## config.mk

```make
export PLATFORM = sky130hd
export DESIGN_NAME = pf_trigger
export DESIGN_NICKNAME = d
export VERILOG_FILES = /design/src/rtl/pf_pkg.sv /design/src/rtl/pf_offset_match.sv /design/src/rtl/pf_arm_track.sv /design/src/rtl/pf_victim_sel.sv /design/src/rtl/pf_trigger.sv
export SDC_FILE = /design/constraint.sdc
export NUM_CORES = 1
export LEC_CHECK = 0
export ABC_CLOCK_PERIOD_IN_PS = 1300
export BUFFER_PORTS_ARGS = -buffer_cell sky130_fd_sc_hd__buf_2
export CORE_AREA = 2 2 39 41
export DETAILED_ROUTE_END_ITERATION = 7
export DIE_AREA = 0 0 41 43
export GPL_TIMING_DRIVEN = 0
export PLACE_DENSITY = 0.58
export REMOVE_ABC_BUFFERS = 1
export SETUP_SLACK_MARGIN = 0.02
export SYNTH_ARGS = -nofsm -noshare
export SYNTH_HDL_FRONTEND = slang
export SYNTH_HIERARCHICAL = 1
export SYNTH_SLANG_ARGS = --single-unit
```

## constraint.sdc

```tcl
create_clock -name clk -period 1.3 [get_ports clk]
set_input_delay 0.13 -clock clk [delete_from_list [all_inputs] [get_ports clk]]
set_output_delay 0.13 -clock clk [all_outputs]
set_load 0.01 [all_outputs]
```

## src/rtl/pf_pkg.sv

```systemverilog
package pf_pkg;
  localparam int LINE_BYTES = 8;
  localparam int OFF_W      = $clog2(LINE_BYTES);
  typedef logic [OFF_W-1:0] off_t;
endpackage

```

## src/rtl/pf_offset_match.sv

```systemverilog
module pf_offset_match #(
  parameter int LINE_BYTES = pf_pkg::LINE_BYTES,
  localparam int OFF_W     = $clog2(LINE_BYTES)
) (
  input  logic [LINE_BYTES-1:0] mask_i,
  input  logic [OFF_W-1:0]      offset_i,
  output logic                  hit_o
);
  logic [LINE_BYTES-1:0] by_offset;

  // Mask is ordered with its most significant bit at offset zero.
  for (genvar k = 0; k < LINE_BYTES; k++) begin : g_map
    assign by_offset[k] = mask_i[LINE_BYTES-1-k];
  end

  assign hit_o = by_offset[offset_i];
endmodule

```

## src/rtl/pf_arm_track.sv

```systemverilog
module pf_arm_track #(
  parameter int NUM_LINES = 2,
  localparam int IDX_W    = (NUM_LINES > 1) ? $clog2(NUM_LINES) : 1
) (
  input  logic             clk,
  input  logic             rst_n,
  input  logic             trig_i,
  input  logic [IDX_W-1:0] trig_line_i,
  input  logic             fill_i,
  input  logic [IDX_W-1:0] fill_line_i,
  output logic [NUM_LINES-1:0] armed_o
);
  logic [NUM_LINES-1:0] armed_q, armed_d;
  logic                 armed_en;

  assign armed_en = trig_i | fill_i;

  always_comb begin
    armed_d = armed_q;
    for (int i = 0; i < NUM_LINES; i++) begin
      if (trig_i && trig_line_i == IDX_W'(i)) armed_d[i] = 1'b0;
      if (fill_i && fill_line_i == IDX_W'(i)) armed_d[i] = 1'b1;
    end
  end

  always_ff @(posedge clk or negedge rst_n) begin
    if (!rst_n)        armed_q <= '1;
    else if (armed_en) armed_q <= armed_d;
  end

  assign armed_o = armed_q;


  disarm_on_trig_chk: assert property (@(posedge clk) disable iff (!rst_n)
    (trig_i && !(fill_i && fill_line_i == trig_line_i)) |=> !armed_q[$past(trig_line_i)]);


  rearm_on_fill_chk: assert property (@(posedge clk) disable iff (!rst_n)
    fill_i |=> armed_q[$past(fill_line_i)]);
endmodule

```

## src/rtl/pf_victim_sel.sv

```systemverilog
module pf_victim_sel (
  input  logic clk,
  input  logic rst_n,
  input  logic acc_valid_i,
  input  logic acc_stream_i,
  input  logic acc_line_i,
  input  logic pingpong_i,
  output logic victim_o
);
  logic stream_q, stream_d, stream_en;
  logic cur_stream;

  assign stream_en  = acc_valid_i & acc_stream_i;
  assign stream_d   = acc_line_i;
  assign cur_stream = stream_en ? acc_line_i : stream_q;

  always_ff @(posedge clk or negedge rst_n) begin
    if (!rst_n)         stream_q <= 1'b0;
    else if (stream_en) stream_q <= stream_d;
  end

  always_comb begin
    if (pingpong_i) victim_o = ~cur_stream;
    else            victim_o = ~acc_line_i;
  end


  stream_hold_chk: assert property (@(posedge clk) disable iff (!rst_n)
    !acc_valid_i |=> $stable(stream_q));
endmodule

```

## src/rtl/pf_trigger.sv

```systemverilog
module pf_trigger #(
  parameter int LINE_BYTES = pf_pkg::LINE_BYTES,
  localparam int OFF_W     = $clog2(LINE_BYTES)
) (
  input  logic                  clk,
  input  logic                  rst_n,
  input  logic                  acc_valid_i,
  input  logic [OFF_W-1:0]      acc_offset_i,
  input  logic                  acc_stream_i,
  input  logic                  acc_line_i,
  input  logic                  fill_done_i,
  input  logic                  fill_line_i,
  input  logic [LINE_BYTES-1:0] cfg_mask_i,
  input  logic                  cfg_force_i,
  input  logic                  cfg_pingpong_i,
  output logic                  pf_req_o,
  output logic                  pf_victim_o
);
  localparam int NUM_LINES = 2;

  logic                 off_hit, qualify, trig;
  logic [NUM_LINES-1:0] armed;
  logic                 victim_d;
  logic                 req_q, req_d;
  logic                 vic_q, vic_d;

  pf_offset_match #(.LINE_BYTES(LINE_BYTES)) u_match (
    .mask_i   (cfg_mask_i),
    .offset_i (acc_offset_i),
    .hit_o    (off_hit)
  );

  pf_arm_track #(.NUM_LINES(NUM_LINES)) u_arm (
    .clk         (clk),
    .rst_n       (rst_n),
    .trig_i      (trig),
    .trig_line_i (acc_line_i),
    .fill_i      (fill_done_i),
    .fill_line_i (fill_line_i),
    .armed_o     (armed)
  );

  pf_victim_sel u_vic (
    .clk          (clk),
    .rst_n        (rst_n),
    .acc_valid_i  (acc_valid_i),
    .acc_stream_i (acc_stream_i),
    .acc_line_i   (acc_line_i),
    .pingpong_i   (cfg_pingpong_i),
    .victim_o     (victim_d)
  );

  assign qualify = acc_valid_i & (acc_stream_i | cfg_force_i);
  assign trig    = qualify & off_hit & armed[acc_line_i];

  always_comb begin
    req_d = trig;
    vic_d = trig ? victim_d : vic_q;
  end

  always_ff @(posedge clk or negedge rst_n) begin
    if (!rst_n) begin
      req_q <= 1'b0;
      vic_q <= 1'b0;
    end else begin
      req_q <= req_d;
      if (trig) vic_q <= vic_d;
    end
  end

  assign pf_req_o    = req_q;
  assign pf_victim_o = vic_q;


  zero_mask_quiet_chk: assert property (@(posedge clk) disable iff (!rst_n)
    (acc_valid_i && cfg_mask_i == '0) |=> !pf_req_o);


  nonstream_quiet_chk: assert property (@(posedge clk) disable iff (!rst_n)
    (acc_valid_i && !acc_stream_i && !cfg_force_i) |=> !pf_req_o);


  req_needs_access_chk: assert property (@(posedge clk) disable iff (!rst_n)
    !acc_valid_i |=> !pf_req_o);


  pp_victim_chk: assert property (@(posedge clk) disable iff (!rst_n)
    (acc_valid_i && acc_stream_i && cfg_pingpong_i && trig) |=> pf_victim_o != $past(acc_line_i));


  lru_victim_chk: assert property (@(posedge clk) disable iff (!rst_n)
    (acc_valid_i && !cfg_pingpong_i && trig) |=> pf_victim_o != $past(acc_line_i));
endmodule

```

==> summary.md, run 1 <==
| Metric | Value |
|---|---|
| Crit path required time | `1.42 ns` |
| Port Buffer Count | `21` |
| Max Cap Viol | `0` |
| YS warnings | `6` |
| Num Clock Sinks | `5` |
| CTS Buf Count | `3` |
| Post-synthesis mux area share | `0.376` |
| Die area | `1760 µm²` |
| NumNets Final | `70` |
| Largest family of logic cells by synthesized area | `multiplexers` |
| Syn Std Cell Area | `303 µm²` |
| DR DRC count | `0` |
| M1 WL | `286 µm` |
| Final wirelength | `712 µm` |
| Fraction of layout cells with a size suffix above 1 | `0.714` |
| Pwr Total | `0.545 mW` |
| Fin crit period | `1.29 ns` |
| Final period util | `0.996` |
| Die extent in x | `41 µm` |
| # setup viols final | `0` |
| Reg clk slew, reported paths | `0.04 ns` |
| Post-synthesis cell count | `21` |
| Seq/Total Area, Yosys | `0.421` |
| CP max FO | `3` |
| Iter 0 DRT Violations | `3` |
| Worst reg-to-reg path cell count | `5` |
| Post-Synth Adder-Cell Area | `0` |
| CTS H-tree depth | `1` |
| Core area | `1380 µm²` |
| Via count | `286` |
| Peak supply drop | `0.324 mV` |
| CTS max path bufs | `2` |
| Min-Delay Path Class | `input pin to flip-flop` |
| Total GRT Usage | `0.0938` |
| Clk_skew | `0.00305 ns` |
| Synth Area in Compound Gates | `0.124` |
| Critical Path AT | `1.41 ns` |
| Via-per-instance ratio | `4.40` |
| First-pass GRT wire length | `1080 µm` |
| Setup TNS | `0 ns` |
| Startpoint Class | `input pin` |
| Xor and xnor area share after synthesis | `0` |
| Most common cell after layout, fill and taps aside | `buf_2` |
| Synth area leader | `dfrtp_1` |
| Clock root buffer | `clkbuf_4` |
| Met2 wire len | `331 µm` |
| Total global routing overflow | `0` |
| Boundary Pins | `22` |
| N_diodes | `0` |
| Pwr/cell area | `1090 nW/µm²` |
| Number of global-route vias before repair | `284` |
| Initial Utilization | `0.219` |
| RSZ-0062 raised after global routing | `true` |
| P&R area growth vs syn | `64.9%` |
| Hold depth | `2` |
| Pleak | `0.254 nW` |
| Fillcell total | `141` |
| Min Hold Slack | `0.141 ns` |
| FMAX | `772 MHz` |
| Max transition margin | `0.823` |
| FF+latch count, synth | `5` |
| Commonest cells after routing, fill and taps aside | `buf_2, mux2_4, clkbuf_4, dfrtp_1` |
| Endpoints failing hold | `0` |
| # rows | `14` |
| Pre-antenna DRT Iters | `2` |
| Post-Synth Simple-Gate Area | `0.0661` |
| Syn Area/Cell | `14.4 µm²` |
| Status | `finished, final reports clean` |
| Met3 wire length | `94 µm` |
| Antenna viol nets, final | `0` |
| Crit. End Element | `flip-flop` |
| Slew at the pin closest to its max-slew limit | `0.258 ns` |
| Synth area leaders | `dfrtp_1, dfstp_2, mux4_1, mux2_4, mux2i_1` |
| Pins Over Slew Limit | `0` |
| Setup CP Type | `input pin to flip-flop` |
| DR top layer | `met3` |
| GPL Wtd Cong | `0.619` |
| Yosys top cell area share | `0.248` |
| Largest net degree at the start of global routing | `6` |
| WL per Instance | `11.0 µm` |
| Antenna violations before repair | `0` |
| CTS tree | `done` |
| Netlist cell types | `13` |
| Die Span Y | `43 µm` |
| Clock latency at the later pin of the worst-skew pair | `0.24 ns` |
==> per-stage QoR <==
stage / instance area [µm²] / util / worst slack (ns) / std cells
4_1_cts: 499 / 0.361 / 0.00865 / 65
3_5_place_dp: 428 / 0.309 / -0.371 / 58
2_1_floorplan: 303 / - / -0.170 / 21
3_3_place_gp: 428 / 0.309 / -0.350 / 58
6_report: 499 / 0.361 / 0.00509 / 65
5_1_grt: 499 / 0.361 / -0.00419 / 65
==> power by group <==
| part | internal (mW) | leakage (nW) | switching, mW |
|---|---|---|---|
| combinational | 0.0998 | 0.181 | 0.0599 |
| clock | 0.116 | 0.0150 | 0.0621 |
| sequential | 0.192 | 0.0579 | 0.0155 |
==> cells in the mapped netlist (all sizes together) <==
| master | number |
|---|---|
| dfrtp | 3 |
| mux4 | 2 |
| mux2i | 2 |
| dfstp | 2 |
| nand2 | 2 |
| nor2 | 1 |
| a22o | 2 |
| inv | 1 |
| mux2 | 3 |
| o211ai | 1 |
| a21boi | 1 |
| nand2b | 1 |
==> critical path, stage by stage <==
cell and delay (ns):
buf_8 0.08, mux4_2 0.48, mux2_4 0.29, o211ai_4 0.08
nor2_4 0.06, mux2_4 0.29
==> path summary, 6_finish.rpt <==
check	startpoint	to	slack [ns]
worst max-delay path	acc_offset_i[0]	pf_victim_o	0.005
worst max register to register	u_arm/armed_o[1]	u_arm/armed_o[1]	0.09
min in group asynchronous	rst_n	pf_victim_o	0.24
worst min register to register	pf_victim_o	pf_victim_o	0.51
worst min-delay path	fill_done_i	u_arm/armed_o[1]	0.14
max in group asynchronous	rst_n	u_arm/armed_o[0]	0.85
==> cells by family after synthesis <==
logic type	count (synthesis)
AOI/OAI and AO/OA	4
buffers and inverters	1
DFF	5
and+or+nand+nor	4
muxes	7
==> final cells by class <==
cell class                 count  area, µm²  area share
multi-input combinational     15        181       0.363
clock buffer                   4       26.3      0.0526
tap                           16       20.0      0.0401
timing repair buffer          24        140       0.281
inverter                       1       3.75     0.00752
sequential                     5        128       0.256
==> repair_timing <==
action	4_1_cts	5_1_grt
hold buffers	1	0
setup buffers	2	0
endpoints found under the setup margin	1	2
pin swaps	2	1
endpoints found under the hold margin	5	0
gates resized for setup	8	0
==> layer usage <==
metal  global-route usage  up-vias
met5                    0        -
met4               0.0600        0
met3               0.0366        0
met2                0.141       22
met1                0.105      126
li1                     -      138
(Power assumes the default switching activity.)
==> run 2: changes to the inputs <==
--- a/config.mk
+++ b/config.mk
@@ -11,9 +11,8 @@
 export DETAILED_ROUTE_END_ITERATION = 7
 export DIE_AREA = 0 0 41 43
 export GPL_TIMING_DRIVEN = 0
-export PLACE_DENSITY = 0.58
+export PLACE_DENSITY = 0.47
 export REMOVE_ABC_BUFFERS = 1
-export SETUP_SLACK_MARGIN = 0.02
 export SYNTH_ARGS = -nofsm -noshare
 export SYNTH_HDL_FRONTEND = slang
 export SYNTH_HIERARCHICAL = 1
==> summary.md, run 2 (synthesis results as in run 1) <==
| Metric | Value |
|---|---|
| Peak supply drop | `0.296 mV` |
| Crit. End Element | `flip-flop` |
| Commonest cells after routing, fill and taps aside | `buf_2, mux2_4, clkbuf_4, dfrtp_1` |
| Port Buffer Count | `21` |
| Slew at the pin closest to its max-slew limit | `0.265 ns` |
| P&R area growth vs syn | `62.4%` |
| Iter 0 DRT Violations | `0` |
| Antenna viol nets, final | `0` |
| Most common cell after layout, fill and taps aside | `buf_2` |
| Core area | `1380 µm²` |
| Max transition margin | `0.818` |
| Boundary Pins | `22` |
| Total GRT Usage | `0.108` |
| CTS max path bufs | `2` |
| Number of global-route vias before repair | `315` |
| Crit path required time | `1.42 ns` |
| Status | `finished, final reports clean` |
| Fin crit period | `1.30 ns` |
| Final period util | `0.999` |
| N_diodes | `0` |
| Pwr/cell area | `1090 nW/µm²` |
| DR DRC count | `0` |
| Die extent in x | `41 µm` |
| Die Span Y | `43 µm` |
| Min-Delay Path Class | `input pin to flip-flop` |
| Part of the power in combinational logic | `0.289` |
| Sequential power share | `0.386` |
| Via count | `279` |
| Final wirelength | `720 µm` |
| Dpl hpwl | `556 µm` |
| Critical-path cell list | `buf_8 -> mux4_2 -> mux2_4 -> o211ai_4 -> nor2_4 -> mux2_4` |
| GPL Wtd Cong | `0.560` |
| CP max FO | `2` |
| RSZ-0062 raised after global routing | `true` |
| Max Cap Viol | `0` |
| Die area | `1760 µm²` |
| CTS H-tree depth | `1` |
| CTS tree | `done` |
| Pre-antenna DRT Iters | `1` |
| Clock latency at the later pin of the worst-skew pair | `0.24 ns` |
| Antenna violations before repair | `0` |
| Switch share | `0.246` |
| WL per Instance | `11.3 µm` |
| Critical Path AT | `1.42 ns` |
| Startpoint Class | `input pin` |
| Initial Utilization | `0.219` |
| Pleak | `0.248 nW` |
| Total global routing overflow | `0` |
| # rows | `14` |
| Final Core Density | `0.355` |
| Clock network fraction of design power | `0.325` |
| Placed cells | `58` |
| Critical Path Slowest Stage Cell | `mux4_2` |
| Reg clk slew, reported paths | `0.04 ns` |
| NumNets Final | `69` |
| Most frequent cell on the critical path | `mux2_4` |
| # setup viols final | `0` |
| CTS Buf Count | `3` |
| Final cell count without fillers | `64` |
| Buf/Inv on CP | `1` |
| Setup CP Type | `input pin to flip-flop` |
| Largest net degree at the start of global routing | `6` |
| Crit-path max cell delay | `0.48 ns` |
| Pins Over Slew Limit | `0` |
| Clock root buffer | `clkbuf_4` |
| Endpoints failing hold | `0` |
| FMAX | `770 MHz` |
| Num Clock Sinks | `5` |
| Switching power | `0.132 mW` |
| Via-per-instance ratio | `4.36` |
| Fraction of layout cells with a size suffix above 1 | `0.708` |
| Clk_skew | `0.00219 ns` |
| First-pass GRT wire length | `1170 µm` |
| CP top delay family | `multiplexers` |
| P_int | `0.405 mW` |
==> run 2: power by group through the flow <==
stage | logic (mW) | clock network (mW) | registers, mW
6_report | 0.155 | 0.174 | 0.207
5_1_grt | 0.169 | 0.188 | 0.211
4_1_cts | 0.154 | 0.184 | 0.209
3_5_place_dp | 0.132 | 0 | 0.211
3_3_place_gp | 0.131 | 0 | 0.210
2_1_floorplan | 0.0677 | 0 | 0.214
==> run 2: final timing paths <==
path                       slack [ns]  cells after the start               end              from
max                             0.001                      6       pf_victim_o   acc_offset_i[0]
min reg2reg                      0.50                      1       pf_victim_o       pf_victim_o
max reg2reg                      0.12                      5  u_arm/armed_o[0]  u_arm/armed_o[1]
max in group asynchronous        0.86                      2  u_arm/armed_o[0]             rst_n
min in group asynchronous        0.23                      2          pf_req_o             rst_n
min                              0.14                      2  u_arm/armed_o[1]       fill_done_i
==> run 2: per-stage QoR <==
step / hold slack [ns] / total power, mW / setup TNS, ns / setup slack, ns / cell area (µm²)
final: 0.139 / 0.537 / 0 / 0.00121 / 492
after global routing: 0.138 / 0.569 / -0.0329 / -0.0288 / 492
after CTS: 0.132 / 0.547 / 0 / 0.0175 / 488
after detailed placement: -0.0537 / 0.343 / -0.743 / -0.343 / 428
after global placement: -0.0554 / 0.341 / -0.762 / -0.344 / 428
after floorplan: -0.166 / 0.282 / -0.170 / -0.170 / 303
==> run 2: timing repair <==
action                                 4_1_cts  5_1_grt
pin swaps                                    2        3
hold buffers                                 1        0
setup endpoints to repair                    1        3
setup buffers                                1        0
gates resized for setup                      7        1
endpoints found under the hold margin        5        0
==> run 2: routing by layer <==
layer	part of all wire	global-route usage	up-vias
li1	-	-	134
met3	0.083	0.0209	2
met5	0	0	-
met4	0.019	0.120	0
met1	0.32	0.0879	126
met2	0.58	0.181	17
==> run 2: final cells by class <==
class                   count  area (µm²)
fillers                   148         892
multi-input cells          15         181
repair buffers             23         133
flip-flops and latches      5         128
clock buffers               4        26.3
well taps                  16        20.0
inverters                   1        3.75
